$ cat config.mk
export PLATFORM = sky130hd
export DESIGN_NAME = cplx_rnd_mul
export DESIGN_NICKNAME = d
export VERILOG_FILES = /design/src/rtl/cmul_pkg.sv /design/src/rtl/cmul_prod_stage.sv /design/src/rtl/cmul_sum_round.sv /design/src/rtl/cmul_shift_sat.sv /design/src/rtl/cplx_rnd_mul.sv
export SDC_FILE = /design/constraint.sdc
export NUM_CORES = 2
export LEC_CHECK = 0
export BUFFER_PORTS_ARGS = -buffer_cell sky130_fd_sc_hd__buf_4
export CAP_MARGIN = 20
export CORE_MARGIN = 2
export CORE_UTILIZATION = 65
export DETAILED_ROUTE_END_ITERATION = 10
export GPL_ROUTABILITY_DRIVEN = 0
export PLACE_DENSITY = 0.79
export RECOVER_POWER = 25
export SLEW_MARGIN = 20
export SYNTH_ARGS = -nofsm -noshare
export SYNTH_HDL_FRONTEND = slang
export SYNTH_SLANG_ARGS = --single-unit
$ cat constraint.sdc
create_clock -name clk_i -period 6 [get_ports clk_i]
set_input_delay 1.2 -clock clk_i [delete_from_list [all_inputs] [get_ports clk_i]]
set_output_delay 1.2 -clock clk_i [all_outputs]
set_load 0.005 [all_outputs]
$ cat src/rtl/cmul_pkg.sv
package cmul_pkg;
  typedef enum logic {LANE_RE = 1'b0, LANE_IM = 1'b1} lane_e;
  localparam int unsigned WIPEOFF_SHIFT = 14;
endpackage

$ cat src/rtl/cmul_prod_stage.sv
module cmul_prod_stage #(
  parameter int unsigned DW  = 16,
  parameter int unsigned SHW = 5,
  localparam int unsigned PW = 2 * DW
) (
  input  logic                  clk_i,
  input  logic                  rst_ni,
  input  logic                  vld_i,
  input  logic signed [DW-1:0]  a_re_i,
  input  logic signed [DW-1:0]  a_im_i,
  input  logic signed [DW-1:0]  b_re_i,
  input  logic signed [DW-1:0]  b_im_i,
  input  logic [SHW-1:0]        shift_i,
  output logic                  vld_o,
  output logic signed [PW-1:0]  p_rr_o,
  output logic signed [PW-1:0]  p_ii_o,
  output logic signed [PW-1:0]  p_ri_o,
  output logic signed [PW-1:0]  p_ir_o,
  output logic [SHW-1:0]        shift_o
);
  always_ff @(posedge clk_i or negedge rst_ni) begin
    if (!rst_ni) begin
      vld_o   <= 1'b0;
      p_rr_o  <= '0;
      p_ii_o  <= '0;
      p_ri_o  <= '0;
      p_ir_o  <= '0;
      shift_o <= '0;
    end else begin
      vld_o <= vld_i;
      if (vld_i) begin
        p_rr_o  <= a_re_i * b_re_i;
        p_ii_o  <= a_im_i * b_im_i;
        p_ri_o  <= a_re_i * b_im_i;
        p_ir_o  <= a_im_i * b_re_i;
        shift_o <= shift_i;
      end
    end
  end
endmodule

$ cat src/rtl/cmul_sum_round.sv
module cmul_sum_round #(
  parameter int unsigned DW  = 16,
  parameter int unsigned SHW = 5,
  localparam int unsigned PW = 2 * DW,
  localparam int unsigned SW = PW + 1,
  localparam int unsigned RW = SW + 1
) (
  input  logic                  clk_i,
  input  logic                  rst_ni,
  input  logic                  vld_i,
  input  logic signed [PW-1:0]  p_rr_i,
  input  logic signed [PW-1:0]  p_ii_i,
  input  logic signed [PW-1:0]  p_ri_i,
  input  logic signed [PW-1:0]  p_ir_i,
  input  logic [SHW-1:0]        shift_i,
  output logic                  vld_o,
  output logic signed [RW-1:0]  re_o,
  output logic signed [RW-1:0]  im_o,
  output logic [SHW-1:0]        shift_o
);
  logic signed [SW-1:0] re_sum, im_sum;
  logic [RW-1:0]        rnd;

  always_comb begin
    re_sum = SW'(p_rr_i) - SW'(p_ii_i);
    im_sum = SW'(p_ri_i) + SW'(p_ir_i);
    // half-step rounding; shift 0 means exact, no term
    rnd = '0;
    if (shift_i != '0) rnd = RW'(1) << (shift_i - 1'b1);
  end

  always_ff @(posedge clk_i or negedge rst_ni) begin
    if (!rst_ni) begin
      vld_o   <= 1'b0;
      re_o    <= '0;
      im_o    <= '0;
      shift_o <= '0;
    end else begin
      vld_o <= vld_i;
      if (vld_i) begin
        re_o    <= RW'(re_sum) + $signed(rnd);
        im_o    <= RW'(im_sum) + $signed(rnd);
        shift_o <= shift_i;
      end
    end
  end
endmodule

$ cat src/rtl/cmul_shift_sat.sv
module cmul_shift_sat #(
  parameter int unsigned RW  = 34,
  parameter int unsigned OW  = 16,
  parameter int unsigned SHW = 5
) (
  input  logic                  clk_i,
  input  logic                  rst_ni,
  input  logic                  vld_i,
  input  logic signed [RW-1:0]  val_i,
  input  logic [SHW-1:0]        shift_i,
  output logic signed [OW-1:0]  res_o
);
  logic signed [RW-1:0] shifted;
  logic [RW-OW:0]       top_bits;
  logic signed [OW-1:0] clamped;

  always_comb begin
    shifted  = val_i >>> shift_i;
    top_bits = shifted[RW-1:OW-1];
    // in range only when all bits above the output sign agree
    if ((&top_bits) || !(|top_bits)) clamped = shifted[OW-1:0];
    else if (shifted[RW-1])            clamped = {1'b1, {(OW-1){1'b0}}};
    else                               clamped = {1'b0, {(OW-1){1'b1}}};
  end

  always_ff @(posedge clk_i or negedge rst_ni) begin
    if (!rst_ni)    res_o <= '0;
    else if (vld_i) res_o <= clamped;
  end
endmodule

$ cat src/rtl/cplx_rnd_mul.sv
module cplx_rnd_mul #(
  parameter int unsigned DATA_W  = 16,
  parameter int unsigned OUT_W   = 16,
  parameter int unsigned SHIFT_W = 5,
  localparam int unsigned PW = 2 * DATA_W,
  localparam int unsigned RW = PW + 2
) (
  input  logic                     clk_i,
  input  logic                     rst_ni,
  input  logic                     in_vld_i,
  output logic                     in_rdy_o,
  input  logic signed [DATA_W-1:0] a_re_i,
  input  logic signed [DATA_W-1:0] a_im_i,
  input  logic signed [DATA_W-1:0] b_re_i,
  input  logic signed [DATA_W-1:0] b_im_i,
  input  logic [SHIFT_W-1:0]       shift_i,
  output logic                     out_vld_o,
  output logic signed [OUT_W-1:0]  out_re_o,
  output logic signed [OUT_W-1:0]  out_im_o
);
  import cmul_pkg::*;

  logic                 accept;
  logic                 s1_vld, s2_vld;
  logic signed [PW-1:0] p_rr, p_ii, p_ri, p_ir;
  logic [SHIFT_W-1:0]   s1_shift, s2_shift;
  logic signed [RW-1:0] s2_val [2];
  logic signed [OUT_W-1:0] s3_res [2];

  always_ff @(posedge clk_i or negedge rst_ni) begin
    if (!rst_ni) in_rdy_o <= 1'b0;
    else         in_rdy_o <= 1'b1;
  end

  assign accept = in_vld_i & in_rdy_o;

  cmul_prod_stage #(.DW(DATA_W), .SHW(SHIFT_W)) u_prod (
    .clk_i, .rst_ni,
    .vld_i   (accept),
    .a_re_i, .a_im_i, .b_re_i, .b_im_i,
    .shift_i,
    .vld_o   (s1_vld),
    .p_rr_o  (p_rr),
    .p_ii_o  (p_ii),
    .p_ri_o  (p_ri),
    .p_ir_o  (p_ir),
    .shift_o (s1_shift)
  );

  cmul_sum_round #(.DW(DATA_W), .SHW(SHIFT_W)) u_sum (
    .clk_i, .rst_ni,
    .vld_i   (s1_vld),
    .p_rr_i  (p_rr),
    .p_ii_i  (p_ii),
    .p_ri_i  (p_ri),
    .p_ir_i  (p_ir),
    .shift_i (s1_shift),
    .vld_o   (s2_vld),
    .re_o    (s2_val[LANE_RE]),
    .im_o    (s2_val[LANE_IM]),
    .shift_o (s2_shift)
  );

  for (genvar g = 0; g < 2; g++) begin : g_lane
    cmul_shift_sat #(.RW(RW), .OW(OUT_W), .SHW(SHIFT_W)) u_sat (
      .clk_i, .rst_ni,
      .vld_i   (s2_vld),
      .val_i   (s2_val[g]),
      .shift_i (s2_shift),
      .res_o   (s3_res[g])
    );
  end

  always_ff @(posedge clk_i or negedge rst_ni) begin
    if (!rst_ni) out_vld_o <= 1'b0;
    else         out_vld_o <= s2_vld;
  end

  assign out_re_o = s3_res[LANE_RE];
  assign out_im_o = s3_res[LANE_IM];
endmodule

Word level (Yosys, flattened, before mapping)
Cells that the tools add are included.
- bits in registers: 242
- input port bits: 72
- output and inout port bits: 34
- logic and storage cells: 41
- add/sub/neg operators: 5
- multipliers: 4
- shift-type cells: 3
- muxes and demuxes: 5
- bitwise operators: 1
- reduce and logical (&&, ||, !) cells: 9
- operators with widths (cell ; number):
    multiplier 16 x 16 -> 32 bit ; 4
    adder 33 x 34 -> 34 bit ; 2
    >>> shifter 34 x 5 -> 34 bit ; 2
    2-to-1 mux 16 bit ; 4
    AND reduction 19 bit ; 2
    OR reduction 19 bit ; 2
    2-to-1 mux 34 bit ; 1
    << shifter 1 x 5 -> 34 bit, first input constant ; 1
    adder 32 x 32 -> 33 bit ; 1
    subtractor 32 x 32 -> 33 bit ; 1
    nonzero test 5 bit ; 1
    subtractor 5 x 1 -> 5 bit, second input constant ; 1
    zero test 1 bit ; 2
    logical OR 1 bit ; 2
    AND 1 bit ; 1

Depth between registers and ports, before layout
- depth after elaboration: 5
- depth in mapped cells: 24
- depth with buffers taken out: 22

Hierarchy
Synthesis repeated with hierarchy kept, for this count alone.
- cell total of the unflattened synthesis: 6382
- area, all modules: 58443.6 um2
- modules (own cells, without submodules) (module ; times used ; cells each ; area each (um2) ; seq. area each (um2)):
    cmul_prod_stage ; 1 ; 4703 ; 44253.7 ; 3353.2
    cmul_sum_round ; 1 ; 905 ; 8134.1 ; 1851.8
    cmul_shift_sat ; 2 ; 385 ; 2997.9 ; 400.4
    cplx_rnd_mul ; 1 ; 4 ; 60.1 ; 50.0

Worst setup path after synthesis
Ideal clock, no wire load.
- path type: input -> register
- from: input a_im_i[15]
- to: register u_prod.p_ir_o[29]
- library setup time: 0.137 ns
- arrival time: 6.882 ns
- required time: 5.863 ns
- slack: -1.019 ns
- cell stages on the path: 21
- path buffers: 1
- path through: clkbuf_1 > nand2_1 > inv_1 > fa_1 > fa_1 > fa_1 > fa_1 > fa_1 > inv_1 > fa_1 > inv_1 > ha_1 > a21o_1 > a21o_1 > a21oi_1 > o21ai_0 > a31oi_1 > a21boi_0 > o31ai_1 > nor2b_1 > o211ai_1
- word-level cells in the longest chain between the ends: 1
- RTL lines (element ; RTL line ; source):
    from (decl) ; cplx_rnd_mul.sv:13 ; input logic signed [DATA_W-1:0] a_im_i,
    multiplier 16 x 16 -> 32 bit ; cmul_prod_stage.sv:35 ; p_ir_o <= a_im_i * b_re_i;
    to (signal assigned) ; cmul_prod_stage.sv:35 ;
    to (decl) ; cmul_prod_stage.sv:18 ; output logic signed [PW-1:0] p_ir_o,
No other way between the ends.
A chain may end at the register's enable or synchronous reset.

Final worst setup path
- from: input b_re_i[3]
- to: register u_prod.p_ir_o[28]
- word-level cells in the longest chain between the ends: 1
- RTL lines (element ; RTL line ; source):
    from (decl) ; cplx_rnd_mul.sv:14 ; input logic signed [DATA_W-1:0] b_re_i,
    multiplier 16 x 16 -> 32 bit ; cmul_prod_stage.sv:35 ;
No other way between the ends.

==> flow_metrics.env <==
export IMPL_arrival_ps=7130
export IMPL_worst_hold_path_type="reg -> reg"
export IMPL_synth_distinct_cells=84
export IMPL_tightest_slew_ps=3837
export IMPL_layout_common_cells="inv_1 (1272), fa_1 (1045), nand2_1 (844)"
export IMPL_rr_worst_depth=14
export IMPL_relSlewSlack_pct=-155.8
export IMPL_numCtsBuffers=31
export IMPL_core_area_um2=87970
export IMPL_finalHoldViolations=0
export IMPL_synth_area_leaders="fa_1 (39%), dfrtp_1 (11%), inv_1 (8.7%), ha_1 (8.6%), nand2_1 (5.7%)"
export IMPL_setup_ws_ps=-645.4
export IMPL_fin_crit_sh_pct=110.8
export IMPL_ys_async_sr_fraction_pct=100.0
export IMPL_initial_core_util_pct=65.28
export IMPL_ys_warnings_count=0
export IMPL_clock_sinks=242
export IMPL_synth_simple_area_share_pct=15.37
export IMPL_ant_nets=0
export IMPL_row_count=109
export IMPL_rsz0062_at_grt="true"
export IMPL_drtIter0Drc=5103
export IMPL_ys_seq_area_share_pct=10.55
export IMPL_synthAdderAreaFrac_pct=47.50
export IMPL_layout_commonest_cell="inv_1"
export IMPL_grt_use_total_pct=38.92
export IMPL_synth_top_area_share_pct=38.87
export IMPL_crit_fanout=7
export IMPL_postCtsHoldBufs=0
export IMPL_grt_max_degree=177
export IMPL_cts_tree="yes"
export IMPL_antenna_found_initial=8
export IMPL_worstSetupPathType="in -> reg"
export IMPL_dieArea_um2=90740
export IMPL_totalWireLength_um=188100
export IMPL_clk_root_buffer_cell="clkbuf_16"
export IMPL_synth_edff_count=0
export IMPL_ys_seq_elements=242
export IMPL_die_h_um=301.2
export IMPL_max_freq_mhz=150.5
export IMPL_synth_avg_cell_area_um2=9.008
export IMPL_yosysTopAreaCell="fa_1"
export IMPL_synth_area_um2=57430
export IMPL_synth_xor_area_share_pct=2.547
export IMPL_maxCapViolCount=4
export IMPL_violations="DRC, capacitance limit, slew limit, setup timing"
export IMPL_synth_compound_area_share_pct=9.155
export IMPL_syn_inst=6375
export IMPL_fin_hold_ws_ps=419.4
export IMPL_status="finished with violations"
export IMPL_place_area_um2=64270
export IMPL_min_period_ps=6645
export IMPL_area_growth_syn_to_layout_pct=19.97
export IMPL_report_final_slew_viol_count=307
export IMPL_synth_top_family_by_area="adder cells"
export IMPL_clk_latency_ps=650
export IMPL_nets=8527
export IMPL_clockBufferDepth=3
export IMPL_route_detailed_drc=2
export IMPL_end_kind="flop"
export IMPL_ys_flop_type="dfrtp_1"
export IMPL_num_vias=49800
export IMPL_fp_dieW_um=301.2
export IMPL_cp_start_kind="input port"
export IMPL_grt_pass1_wl_um=273400
export IMPL_final_area_um2=68890
export IMPL_cts_clk_slew_worst_paths_ps=60
export IMPL_io_buffers=105
export IMPL_muxShareOfSynthArea_pct=3.983
export IMPL_layout_drive_gt1_share_pct=20.97
export IMPL_grt_pass1_vias=50830
export IMPL_wl_per_cell_um=23.10
export IMPL_cts_max_level=1
export IMPL_fillers=5182
export IMPL_fin_skew_ps=28.57
export IMPL_drt_pass1_iter_count=11
export IMPL_cp_required_ps=6480
export IMPL_grt_overflow=0
export IMPL_io_pins=106
export IMPL_worstHoldPathCells=0
export IMPL_setup_viol=55
export IMPL_dpl_hpwl_um=129800
export IMPL_vias_per_cell=6.118
[critical path, cell delays in order]
cell       delay (ps)
buf_16            150
buf_4             130
buf_4             120
nand2_1           180
fa_1              710
fa_2              500
fa_1              540
inv_1              80
fa_1              540
fa_1              570
inv_1              60
fa_1              510
inv_1              90
ha_4              240
buf_4             160
and4_4            210
a2111oi_4         530
nor3b_4           100
buf_4             160
o22ai_2            90
xor2_1            170
o21ai_1            80
[cells in the mapped netlist (13+ instances only)]
master       n
a211oi_1    40
a21o_1     104
a21oi_1    184
a311oi_1    13
a31oi_1     28
and2_1     504
and3_1      24
buf_1       14
buf_2       15
clkbuf_1   281
dfrtp_1    242
fa_1      1115
ha_1       396
inv_1     1330
mux2_2      67
mux2i_1     49
mux4_2      45
nand2_1    874
nand2b_1    30
nand3_1     49
nand4_1     14
nor2_1     188
nor2b_1     20
nor3_1      39
nor3b_1     16
o211ai_1    20
o21a_1      31
o21ai_0    213
o21bai_1    29
o221ai_1    20
o31ai_1     24
or2_2       13
xnor2_1    115
xor2_1      52
[area by class of cell]
cell class	instances	area (um2)	share of cell area, %
Sequential cell	242	6065	8.803
Clock buffer	35	800.8	1.162
Inverter	1333	5025	7.294
Timing Repair Buffer	851	8049	11.68
Tap cell	1165	1458	2.116
Clock inverter	22	266.5	0.3869
Multi-Input combinational cell	4485	47210	68.53
Antenna cell	7	17.52	0.02543
[metal layers]
layer / wire (um) / global-route usage [%]
met1: 62480 / 48.37
met2: 85050 / 61.68
met3: 21760 / 7.182
met4: 18730 / 27.67
met5: 50 / 0
[state kept, by name, indices dropped and copies added (netlist names), 5 cells and up]
name and flops:
u_sum.re_o 34, g_lane.u_sat.res_o 32, u_prod.p_rr_o 32, u_sum.im_o 34, u_prod.p_ri_o 32, u_prod.p_ii_o 32, u_sum.shift_o 5, u_prod.shift_o 5
u_prod.p_ir_o 32
[cells by family (layout without fill, tap and decap cells)]
family	count (synthesis)	after routing
and+or+nand+nor	1835	1835
buffers and inverters	1651	2241
adders and majority gates	1511	1511
AOI/OAI and AO/OA	804	804
DFF	242	242
xor gates and xnor gates	167	167
muxes	163	163
other	2	12
[path summary, 6_finish.rpt]
path                                                    start                              endpoint  slack (ps)
worst min-delay path                   u_prod.vld_o$_DFF_PN0_                 u_sum.vld_o$_DFF_PN0_         420
min in group asynchronous                              rst_ni  g_lane[0].u_sat.res_o[8]$_DFFE_PN0P_        1850
max in group asynchronous                              rst_ni         u_prod.p_ri_o[31]$_DFFE_PN0P_         650
worst min register to register         u_prod.vld_o$_DFF_PN0_                 u_sum.vld_o$_DFF_PN0_         420
worst max-delay path                                b_re_i[3]         u_prod.p_ir_o[28]$_DFFE_PN0P_        -650
worst max register to register  u_prod.shift_o[0]$_DFFE_PN0P_            u_sum.re_o[21]$_DFFE_PN0P_         970
[timing repair]
item / 4_1_cts / 5_1_grt
cloned: 14 / 9
buffers inserted: 49 / 52
pin swaps: 143 / 174
setup endpoints to repair: 49 / 65
resized for setup: 281 / 275
[per-stage QoR]
stage / instances / utilization (%) / setup TNS, ps / setup WS [ps]
after CTS: 8082 / 76.50 / -3852 / -319.0
after global placement: 7964 / 73.06 / -50570 / -953.3
after detailed placement: 7964 / 73.06 / -59950 / -1118
after floorplan: 6378 / - / -13380 / -574.9
after global routing: 8133 / 78.30 / -32990 / -664.1
final: 8140 / 78.32 / -14220 / -645.4
Power is left out: the tool's default activity adds up to more than one toggle a clock period on the data nets, which glitch-free logic cannot reach.
